`config.mk`:
```
export PLATFORM = sky130hd
export DESIGN_NAME = wp_addr_matcher
export DESIGN_NICKNAME = d
export VERILOG_FILES = /design/src/rtl/wp_pkg.sv /design/src/rtl/wp_cfg_bank.sv /design/src/rtl/wp_slot_cmp.sv /design/src/rtl/wp_first_hit.sv /design/src/rtl/wp_addr_matcher.sv
export SDC_FILE = /design/constraint.sdc
export NUM_CORES = 1
export LEC_CHECK = 0
export BUFFER_PORTS_ARGS = -buffer_cell sky130_fd_sc_hd__buf_4
export CAP_MARGIN = 25
export CELL_PAD_IN_SITES_DETAIL_PLACEMENT = 1
export CELL_PAD_IN_SITES_GLOBAL_PLACEMENT = 1
export CORE_MARGIN = 2
export CORE_UTILIZATION = 40
export CTS_CLUSTER_DIAMETER = 150
export CTS_CLUSTER_SIZE = 25
export DETAILED_ROUTE_END_ITERATION = 8
export GPL_TIMING_DRIVEN = 0
export HOLD_SLACK_MARGIN = 0.05
export PLACE_DENSITY = 0.74
export SLEW_MARGIN = 20
export SYNTH_ARGS = -nofsm -noshare
export SYNTH_HDL_FRONTEND = slang
export SYNTH_HIERARCHICAL = 1
export SYNTH_SLANG_ARGS = --single-unit
```
`constraint.sdc`:
```
create_clock -name clk -period 3.4 [get_ports clk]
set_clock_uncertainty 0.15 [all_clocks]
set_input_delay 0.51 -clock clk [delete_from_list [all_inputs] [get_ports clk]]
set_output_delay 0.51 -clock clk [all_outputs]
set_load 0.005 [all_outputs]
```
`src/rtl/wp_pkg.sv`:
```
package wp_pkg;

  localparam int CTRL_W  = 32;
  localparam int BYTES_W = 8;
  localparam int MCNT_W  = 5;

  localparam int EN_POS   = 0;
  localparam int PRIV_LO  = 1;
  localparam int DIR_LO   = 3;
  localparam int BSEL_LO  = 5;
  localparam int MCNT_LO  = 24;

  typedef struct packed {
    logic [MCNT_W-1:0]  mcnt;
    logic [BYTES_W-1:0] bsel;
    logic [1:0]         dir;
    logic [1:0]         priv;
    logic               en;
  } slot_ctrl_t;

  function automatic slot_ctrl_t unpack_ctrl(input logic [CTRL_W-1:0] w);
    slot_ctrl_t c;
    c.en   = w[EN_POS];
    c.priv = w[PRIV_LO +: 2];
    c.dir  = w[DIR_LO +: 2];
    c.bsel = w[BSEL_LO +: BYTES_W];
    c.mcnt = w[MCNT_LO +: MCNT_W];
    return c;
  endfunction

endpackage

```
`src/rtl/wp_cfg_bank.sv`:
```
module wp_cfg_bank
  import wp_pkg::*;
#(
  parameter int NUM_SLOTS = 4,
  parameter int ADDR_W    = 48,
  localparam int IDX_W    = (NUM_SLOTS > 1) ? $clog2(NUM_SLOTS) : 1
) (
  input  logic              clk,
  input  logic              rst,
  input  logic              cfg_we,
  input  logic [IDX_W-1:0]  cfg_idx,
  input  logic              cfg_sel,
  input  logic [ADDR_W-1:0] cfg_wdata,
  output slot_ctrl_t        ctrl_q [NUM_SLOTS],
  output logic [ADDR_W-1:0] base_q [NUM_SLOTS]
);

  slot_ctrl_t ctrl_in;
  assign ctrl_in = unpack_ctrl(cfg_wdata[CTRL_W-1:0]);

  logic unused_cfg_bits;
  assign unused_cfg_bits = ^{cfg_wdata[CTRL_W-1:MCNT_LO+MCNT_W],
                             cfg_wdata[MCNT_LO-1:BSEL_LO+BYTES_W]};

  for (genvar s = 0; s < NUM_SLOTS; s++) begin : g_slot
    logic sel_slot;
    assign sel_slot = cfg_we && (cfg_idx == IDX_W'(s));

    always_ff @(posedge clk) begin
      if (rst) begin
        ctrl_q[s] <= '0;
        base_q[s] <= '0;
      end else if (sel_slot) begin
        if (cfg_sel) base_q[s] <= cfg_wdata;
        else         ctrl_q[s] <= ctrl_in;
      end
    end
  end

endmodule

```
`src/rtl/wp_slot_cmp.sv`:
```
module wp_slot_cmp
  import wp_pkg::*;
#(
  parameter int ADDR_W = 48
) (
  input  slot_ctrl_t        ctrl,
  input  logic [ADDR_W-1:0] base,
  input  logic [ADDR_W-1:0] acc_addr,
  input  logic              acc_store,
  input  logic              acc_priv,
  output logic              match
);

  localparam int LANE_W = $clog2(BYTES_W);

  logic              dir_ok, priv_ok;
  logic [ADDR_W-1:0] diff;
  logic              dw_eq, region_eq;
  logic [BYTES_W-1:0] low_bit;
  logic [BYTES_W:0]   run_sum;
  logic              bsel_contig, bsel_full, lane_sel;
  logic              mcnt_reserved, mcnt_zero;
  logic [LANE_W-1:0] lane;

  assign dir_ok  = acc_store ? ctrl.dir[1]  : ctrl.dir[0];
  assign priv_ok = acc_priv  ? ctrl.priv[0] : ctrl.priv[1];

  assign diff      = acc_addr ^ base;
  assign dw_eq     = (diff[ADDR_W-1:LANE_W] == '0);
  assign region_eq = ((diff >> ctrl.mcnt) == '0);

  // contiguity: adding the lowest set bit must clear the whole run
  assign low_bit     = ctrl.bsel & (~ctrl.bsel + BYTES_W'(1));
  assign run_sum     = {1'b0, ctrl.bsel} + {1'b0, low_bit};
  assign bsel_contig = (ctrl.bsel != '0) && ((run_sum[BYTES_W-1:0] & ctrl.bsel) == '0);
  assign bsel_full   = &ctrl.bsel;

  assign lane     = acc_addr[LANE_W-1:0];
  assign lane_sel = ctrl.bsel[lane];

  assign mcnt_zero     = (ctrl.mcnt == '0);
  assign mcnt_reserved = (ctrl.mcnt == MCNT_W'(1)) || (ctrl.mcnt == MCNT_W'(2));

  always_comb begin
    match = 1'b0;
    if (ctrl.en && dir_ok && priv_ok && bsel_contig && !mcnt_reserved) begin
      if (mcnt_zero) match = dw_eq && lane_sel;
      else           match = bsel_full && region_eq;
    end
  end

endmodule

```
`src/rtl/wp_first_hit.sv`:
```
module wp_first_hit #(
  parameter int NUM_SLOTS = 4,
  localparam int IDX_W    = (NUM_SLOTS > 1) ? $clog2(NUM_SLOTS) : 1
) (
  input  logic [NUM_SLOTS-1:0] req,
  output logic                 any,
  output logic [IDX_W-1:0]     idx
);

  always_comb begin
    any = |req;
    idx = '0;
    for (int k = NUM_SLOTS - 1; k >= 0; k--) begin
      if (req[k]) idx = IDX_W'(k);
    end
  end

endmodule

```
`src/rtl/wp_addr_matcher.sv`:
```
module wp_addr_matcher
  import wp_pkg::*;
#(
  parameter int NUM_SLOTS = 4,
  parameter int ADDR_W    = 48,
  localparam int IDX_W    = (NUM_SLOTS > 1) ? $clog2(NUM_SLOTS) : 1
) (
  input  logic              clk,
  input  logic              rst,
  input  logic              cfg_we,
  input  logic [IDX_W-1:0]  cfg_idx,
  input  logic              cfg_sel,
  input  logic [ADDR_W-1:0] cfg_wdata,
  input  logic              acc_valid,
  input  logic [ADDR_W-1:0] acc_addr,
  input  logic              acc_store,
  input  logic              acc_priv,
  output logic              hit,
  output logic [IDX_W-1:0]  hit_idx
);

  slot_ctrl_t             ctrl_q [NUM_SLOTS];
  logic [ADDR_W-1:0]      base_q [NUM_SLOTS];
  logic [NUM_SLOTS-1:0]   slot_match;
  logic                   any_match;
  logic [IDX_W-1:0]       first_idx;

  wp_cfg_bank #(.NUM_SLOTS(NUM_SLOTS), .ADDR_W(ADDR_W)) u_bank (
    .clk(clk), .rst(rst), .cfg_we(cfg_we), .cfg_idx(cfg_idx),
    .cfg_sel(cfg_sel), .cfg_wdata(cfg_wdata),
    .ctrl_q(ctrl_q), .base_q(base_q)
  );

  for (genvar s = 0; s < NUM_SLOTS; s++) begin : g_cmp
    wp_slot_cmp #(.ADDR_W(ADDR_W)) u_cmp (
      .ctrl(ctrl_q[s]), .base(base_q[s]), .acc_addr(acc_addr),
      .acc_store(acc_store), .acc_priv(acc_priv), .match(slot_match[s])
    );
  end

  wp_first_hit #(.NUM_SLOTS(NUM_SLOTS)) u_pick (
    .req(slot_match), .any(any_match), .idx(first_idx)
  );

  always_ff @(posedge clk) begin
    if (rst) begin
      hit     <= 1'b0;
      hit_idx <= '0;
    end else if (acc_valid && any_match) begin
      hit     <= 1'b1;
      hit_idx <= first_idx;
    end else begin
      hit     <= 1'b0;
      hit_idx <= '0;
    end
  end

  // a hit only follows a cycle carrying an access
  a_r10_hit_after_valid: assert property (@(posedge clk) disable iff (rst)
    hit |-> $past(acc_valid));

  // reset leaves outputs idle
  a_r11_reset_idle: assert property (@(posedge clk)
    $past(rst) |-> (!hit && hit_idx == '0));

  for (genvar s = 0; s < NUM_SLOTS; s++) begin : g_chk
    // reported slot was enabled
    a_r1_enabled: assert property (@(posedge clk) disable iff (rst)
      (hit && hit_idx == IDX_W'(s)) |-> $past(ctrl_q[s].en));
    // direction filter admitted the access
    a_r2_dir: assert property (@(posedge clk) disable iff (rst)
      (hit && hit_idx == IDX_W'(s)) |->
        $past(acc_store ? ctrl_q[s].dir[1] : ctrl_q[s].dir[0]));
    // privilege filter admitted the access
    a_r3_priv: assert property (@(posedge clk) disable iff (rst)
      (hit && hit_idx == IDX_W'(s)) |->
        $past(acc_priv ? ctrl_q[s].priv[0] : ctrl_q[s].priv[1]));
    // reserved mask counts never report
    a_r7_reserved: assert property (@(posedge clk) disable iff (rst)
      (hit && hit_idx == IDX_W'(s)) |->
        !$past(ctrl_q[s].mcnt == MCNT_W'(1) || ctrl_q[s].mcnt == MCNT_W'(2)));
    // no lower slot was matching
    if (s > 0) begin : g_lower
      a_r9_lowest: assert property (@(posedge clk) disable iff (rst)
        (hit && hit_idx == IDX_W'(s)) |-> $past(slot_match[s-1:0] == '0));
    end
  end

endmodule

```
* Yosys cells after proc, flatten, opt, wreduce, memory -nomap -nowiden
Cells that the tools add are included.
** Storage, ports and cells
- Register bits :: 267
- Input bits :: 105
- Word-level logic and storage cells :: 174
- Output and inout bits :: 3
** Cells by class
- Add/sub/neg operators :: 8
- Reduce and logical (&&, ||, !) cells :: 77
- Bitwise gates (word level) :: 18
- Eq/ne operators :: 11
- Order comparisons :: 1
- Shift operators :: 4
- Multiplexer cells :: 28
** Operators by type and width (count)
- $logic_not A48 Y1 :: 4
- $shr A48 B5 Y48 :: 4
- $xor A48 B48 Y48 :: 4
- $logic_not A45 Y1 :: 4
- $and A8 B8 Y8 :: 8
- $logic_and A1 B1 Y1 :: 33
- $add A8 B1 Y8 const B :: 4
- $add A8 B8 Y8 :: 4
- $logic_not A8 Y1 :: 4
- $not A8 Y8 :: 4
- $reduce_and A8 Y1 :: 4
- $reduce_bool A8 Y1 :: 4
- $mux W1 :: 22
- $eq A5 B1 Y1 const B :: 4
- $eq A5 B2 Y1 const B :: 4
- $logic_not A5 Y1 :: 4
- $reduce_and A2 Y1 :: 8
- $bmux W1 S3 :: 4
- $reduce_or A4 Y1 :: 2
- $eq A2 B2 Y1 const B :: 2
- $logic_not A1 Y1 :: 4
- $logic_or A1 B1 Y1 :: 4
- $lt A3 B4 Y1 const B :: 1
- $mux W2 :: 2
- other kinds (4) :: 5

* Logic depth before layout (Yosys ltp)
- Word-level depth :: 14
- Gate-level depth with buffers :: 14
- Mapped depth without buffers :: 11

* By module
The synthesis kept the hierarchy.
** By module, submodules not included
- wp_slot_cmp :: instances 4, cells an instance 339, seq. area each 0.0 µm², area an instance 2591.2 µm²
- wp_cfg_bank :: instances 1, cells an instance 936, seq. area each 5285.1 µm², area an instance 10363.7 µm²
- wp_addr_matcher :: instances 1, cells an instance 6, seq. area each 60.1 µm², area an instance 90.1 µm²
- wp_first_hit :: instances 1, cells an instance 7, seq. area each 0.0 µm², area an instance 35.0 µm²

* Worst setup path before layout
No wires, ideal clock.
- Path kind :: input port to flip-flop
- Start point :: in acc_addr[31]
- End point :: reg hit_idx[0]
- Path slack :: 0.333 ns
- Required time :: 3.189 ns
- Buffers on the path :: 0
- Setup time :: 0.061 ns
- Data arrival time :: 2.856 ns
- Stages :: 10
- Path through :: xor2_1 > mux4_2 > or3_1 > o31ai_2 > nand4_1 > a2111o_1 > o41ai_2 > nor2_1 > nand2_1 > and4b_1
** Between the ends
- Word-level cells in the longest chain between the ends :: 10
- Elaborated cells on any way between the ends :: 39
- Those cells by class :: shift (4); mux (11); bitwise (5); reduce/logical (19)
** Ends and longest elaborated chain
- start: declaration :: line wp_addr_matcher.sv:15 : input logic [ADDR_W-1:0] acc_addr,
- $xor A48 B48 Y48 (*) :: line wp_slot_cmp.sv:28 : assign diff = acc_addr ^ base;
- $shr A48 B5 Y48 :: line wp_slot_cmp.sv:30 : assign region_eq = ((diff >> ctrl.mcnt) == '0);
- $logic_not A48 Y1 :: line wp_slot_cmp.sv:30
- $logic_and A1 B1 Y1 :: line wp_slot_cmp.sv:48 : else match = bsel_full && region_eq;
- $mux W1 (*) :: line wp_slot_cmp.sv:47 : if (mcnt_zero) match = dw_eq && lane_sel;
- $mux W1 (*) :: line wp_slot_cmp.sv:46 : if (ctrl.en && dir_ok && priv_ok && bsel_contig && !mcnt_reserved) begin
- net slot_match[0] :: line wp_addr_matcher.sv:24 : logic [NUM_SLOTS-1:0] slot_match;
- $reduce_or A4 Y1 (*) :: line wp_first_hit.sv:11 : any = |req;
- net any_match :: line wp_addr_matcher.sv:25 : logic any_match;
- $logic_and A1 B1 Y1 (*) :: line wp_addr_matcher.sv:49 : end else if (acc_valid && any_match) begin
- $not A1 Y1 (no line) (*)
- $reduce_or A3 Y1 (no line) (*)
- end signal: assignment :: line wp_addr_matcher.sv:51 : hit_idx <= first_idx;
- end: declaration :: line wp_addr_matcher.sv:19 : output logic [IDX_W-1:0] hit_idx
The timed path passes the listed nets; every way through them passes the cells marked *.
A chain may end at the register's enable or synchronous reset.

* Worst setup path after layout
- Start point :: reg u_bank/base_q[119] (netlist bit)
- End point :: reg hit_idx[0]
** Between the ends
- Word-level cells in the longest chain between the ends :: 10
- Elaborated cells on any way between the ends :: 13
- Those cells by class :: shift (1); mux (3); bitwise (2); reduce/logical (7)
** Ends and longest elaborated chain
- start: declaration :: line wp_cfg_bank.sv:15 : output logic [ADDR_W-1:0] base_q [NUM_SLOTS]
- start signal: indexed assignment :: line wp_cfg_bank.sv:34 : if (cfg_sel) base_q[s] <= cfg_wdata;
- $xor A48 B48 Y48 (*) :: line wp_slot_cmp.sv:28
- $shr A48 B5 Y48 :: line wp_slot_cmp.sv:30
- $logic_not A48 Y1 :: line wp_slot_cmp.sv:30
- $logic_and A1 B1 Y1 :: line wp_slot_cmp.sv:48
- $mux W1 (*) :: line wp_slot_cmp.sv:47
- $mux W1 (*) :: line wp_slot_cmp.sv:46
- net slot_match[1] :: line wp_addr_matcher.sv:24
- $reduce_or A4 Y1 :: line wp_first_hit.sv:11
- $logic_and A1 B1 Y1 :: line wp_addr_matcher.sv:49
- $not A1 Y1 (no line)
- $reduce_or A3 Y1 (no line)
Marks and branches as above.

==> flow_metrics.py <==
metrics = {
    "floorplanning": {
        "fp.dieW_um": 232.3,
        "rows": 83,
        "die_y_um": 232.3,
        "dieArea_mm2": 0.05398,
        "io_pins": 108,
        "core-area_mm2": 0.05141,
        "initial_core_util_pct": 40.57,
    },
    "placement": {
        "dp_cells": 3089,
        "place_congestion": 0.9785,
        "place_hpwl_um": 73720,
        "portBuffers": 103,
        "pre_cts_ws_ns": -1.149,
    },
    "global_routing": {
        "grt_pass1_vias": 20500,
        "antenna_found_initial": 3,
        "overflow": 0,
        "grt_pass1_wl_um": 140400,
        "grt_max_degree": 26,
        "grt_use_total_pct": 35.22,
    },
    "finish": {
        "multi_input_area_mm2": 0.01561,
        "drive_above_1_share_pct": 21.63,
        "fillers": 5839,
        "nets": 2576,
        "finish.utilization_pct": 48.14,
        "finalNonFillerCells": 3155,
        "layout.area.seq_mm2": 0.005418,
        "area_growth_pct": 18.68,
    },
    "setup_path": {
        "worst_path_max_delay_cell": "mux4_2",
        "crit_chain": "xor2_2 -> mux4_2 -> nor3_2 -> a21oi_1 -> or3_1 -> a2111o_1 -> o41ai_4 -> inv_1 -> a21oi_4 -> and4b_1",
        "ff2ff_setup_slack_ns": -0.11,
        "required_ns": 3.73,
        "setup.worst_path.end_class": "register",
        "path_buf_inv": 1,
        "r2r-end": "hit_idx[0]$_SDFF_PP0_",
        "crit_type": "register to register",
        "r2r_cells": 10,
        "start_kind": "register",
        "path_max_fanout": 7,
        "critPathArrivalTime_ns": 3.84,
        "r2r-start": "u_bank/base_q[119]$_SDFFE_PP0P_",
        "crit_family": "compound AO/OA/AOI/OAI gates",
        "max_stage_delay_ns": 0.54,
    },
    "timing": {
        "hold_viol_final": 0,
        "post-route-period-util_pct": 103.3,
        "slew_viol_final": 0,
        "setup_violations": 3,
        "tightestPinTransition_ns": 0.9950,
        "grt_setup_unrepaired": "yes",
        "timing.fmax_ghz": 0.2847,
        "fin_ws_ns": -0.1121,
        "relSlewSlack_pct": 33.67,
        "min_period_ns": 3.512,
    },
    "drt": {
        "drt_iter0_drc": 2099,
        "wire_per_inst_um": 31.19,
        "first_pass_iters": 5,
        "wirelength_um": 98400,
        "ant_nets": 0,
        "vias": 20490,
        "viasPerCell": 6.494,
        "post-route-drc-count": 0,
    },
    "min_path": {
        "hold_start": "acc_valid",
        "whs_endpoint": "hit_idx[1]$_SDFF_PP0_",
        "holdPathStages": 2,
        "hp-class": "input pin to register",
    },
    "pwr": {
        "seqPwrFrac_pct": 43.7,
        "internal-power_mw": 4.877,
        "combPwrFrac_pct": 28.1,
        "p_sw_share_pct": 34.80,
        "switchingPower_mw": 2.603,
        "p_leak_nw": 10.49,
        "finalPower_mw": 7.481,
        "power_density_mw_per_mm2": 302.3,
        "ir_drop_uv": 258.2,
        "p_clk_share_pct": 28.3,
    },
    "clock_network": {
        "clkSlewWorstSetupHoldPaths_ns": 0.11,
        "clock_sink_count": 267,
        "numCtsBuffers": 15,
        "clock_path_buffers": 3,
        "clk_latency_ns": 0.54,
        "h-tree-depth": 1,
        "root_buffer": "clkbuf_16",
        "cts_tree": "yes",
    },
    "run": {
        "maxCapViolations": 0,
    },
    "synth": {
        "synthCells": 2305,
        "syn_area_mm2": 0.02085,
        "syn-num-nets": 2410,
        "synth_top_area_share_pct": 25.63,
        "async_reset_ff_share_pct": 0,
        "avgSynthCellArea_um2": 9.047,
        "ys_ff_latch": 267,
        "ys_seq_area_share_pct": 25.63,
        "yosys.area.top_type": "dfxtp_1",
        "ys.flop_type": "dfxtp_1",
        "synth_area_leaders": "dfxtp_1, mux2i_1, nand2b_1",
        "synth_edf_count": 0,
        "yosysUniqueCellTypes": 72,
        "yosysWarnings": 6,
    },
    "status": {
        "status": "finished, violations left",
        "violations": "negative setup slack",
    },
}
## area by class of cell
class,count,area share (%)
plain buffers,156,4.373
flip-flops and latches,267,21.89
multi-input cells,1863,63.07
clock buffers,15,1.517
well taps,680,3.438
repair buffers,155,4.874
inverters,13,0.5308
diodes,2,0.02022
clock inverters,4,0.2882
## power by group through the flow
stage	clock, mW	combinational (mW)	sequential, mW
2_1_floorplan	0	1.11	3.31
3_3_place_gp	0	1.85	3.33
3_5_place_dp	0	1.87	3.33
4_1_cts	2.13	1.94	3.26
5_1_grt	2.24	2.17	3.28
6_report	2.11	2.10	3.27
## how the worst max path moves through the flow
stage	slack, ns	cells past startpoint	end	start
after floorplan	0.33	10	hit_idx[0]$_SDFF_PP0_	acc_addr[31]
after global placement	-1.21	12	hit$_SDFF_PP0_	u_bank/ctrl_q[69]$_SDFFE_PP0P_
after detailed placement	-1.15	12	hit_idx[1]$_SDFF_PP0_	u_bank/ctrl_q[33]$_SDFFE_PP0P_
after CTS	0.0005	11	hit$_SDFF_PP0_	u_bank/base_q[169]$_SDFFE_PP0P_
after global routing	-0.13	12	hit$_SDFF_PP0_	u_bank/base_q[35]$_SDFFE_PP0P_
final	-0.11	10	hit_idx[0]$_SDFF_PP0_	u_bank/base_q[119]$_SDFFE_PP0P_
## logic make-up after synthesis
logic type / Yosys count / share of synthesized area [%]
compound gates: 373 / 13.41
xor+xnor: 252 / 10.58
buf+inv: 175 / 4.116
flops: 267 / 25.63
mux: 452 / 25.15
simple gates: 786 / 21.11
## cells in the final DEF (no fill, tap or decap), types with 17 or more instances in the layout
cell type | Yosys | final
nand2b_1 | 337 | 331
nor4_1 | 48 | 45
nor3_1 | 49 | 46
clkbuf_1 | 67 | 47
nand4_1 | 21 | 21
o211ai_1 | 24 | 24
xnor2_1 | 84 | 74
buf_6 | 6 | 23
buf_4 | 14 | 166
a21oi_1 | 32 | 27
mux4_2 | 56 | 56
o21ai_0 | 44 | 39
o22ai_1 | 72 | 71
xor2_1 | 168 | 130
nand2_1 | 89 | 79
dfxtp_2 | 0 | 25
dfxtp_1 | 267 | 231
clkbuf_16 | 0 | 17
xor2_2 | 0 | 27
buf_2 | 58 | 32
nor2_1 | 130 | 124
mux2i_1 | 380 | 369
nand3_1 | 20 | 20
## state kept, by name, indices dropped and copies added (netlist names)
register,flops
u_bank/base_q,192
hit,1
u_bank/ctrl_q,72
hit_idx,2
## metrics by stage
| stage | cell area [um2] | setup TNS (ns) | hold slack (ns) |
|---|---|---|---|
| after global routing | 24740 | -0.3738 | 0.1070 |
| after global placement | 22480 | -3.522 | 0.3095 |
| after CTS | 23750 | 0 | 0.1255 |
| after floorplan | 20850 | 0 | 0.2972 |
| final | 24750 | -0.2797 | 0.1201 |
| after detailed placement | 22490 | -3.251 | 0.3187 |
## per-layer routing
layer	GRT usage (%)	part of all wire, %	up-vias
li1	-	-	8759
met1	48.15	42	10380
met2	55.56	44	1133
met3	4.961	9.0	217
met4	14.38	4.8	2
met5	0	0.013	-
## Yosys cell counts (6+ instances only)
cell type and number:
buf_4 14, mux2i_1 380, nand4_1 21, buf_2 58, a21oi_1 32, o32a_1 16
o221ai_1 8, o211ai_1 24, a31oi_1 12, nand4b_1 11, buf_6 6, a221o_1 8
xnor2_1 84, a211oi_1 8, or2_2 8, nor4_1 48, buf_1 16, a22o_1 8
mux2_2 16, xor2_1 168, a22oi_1 12, mux4_2 56, clkbuf_1 67, nand2b_1 337
o32ai_1 8, nor3_1 49, or4_1 8, dfxtp_1 267, nor3_2 8, or3_1 16
nor2_1 130, nand2_1 89, nand3_1 20, o21ai_0 44, a221oi_1 16, o22ai_1 72
o2bb2ai_1 16, a32oi_1 20, nor2b_1 8
## repair_timing
action                                  in CTS  in global routing
pin swaps                                   21                 31
hold buffers                                 0                  0
gates resized for setup                    183                152
endpoints found under the setup margin       3                  3
cloned                                       0                  2
buffers inserted                            14                 35
Power figures use the tool's default switching activity.
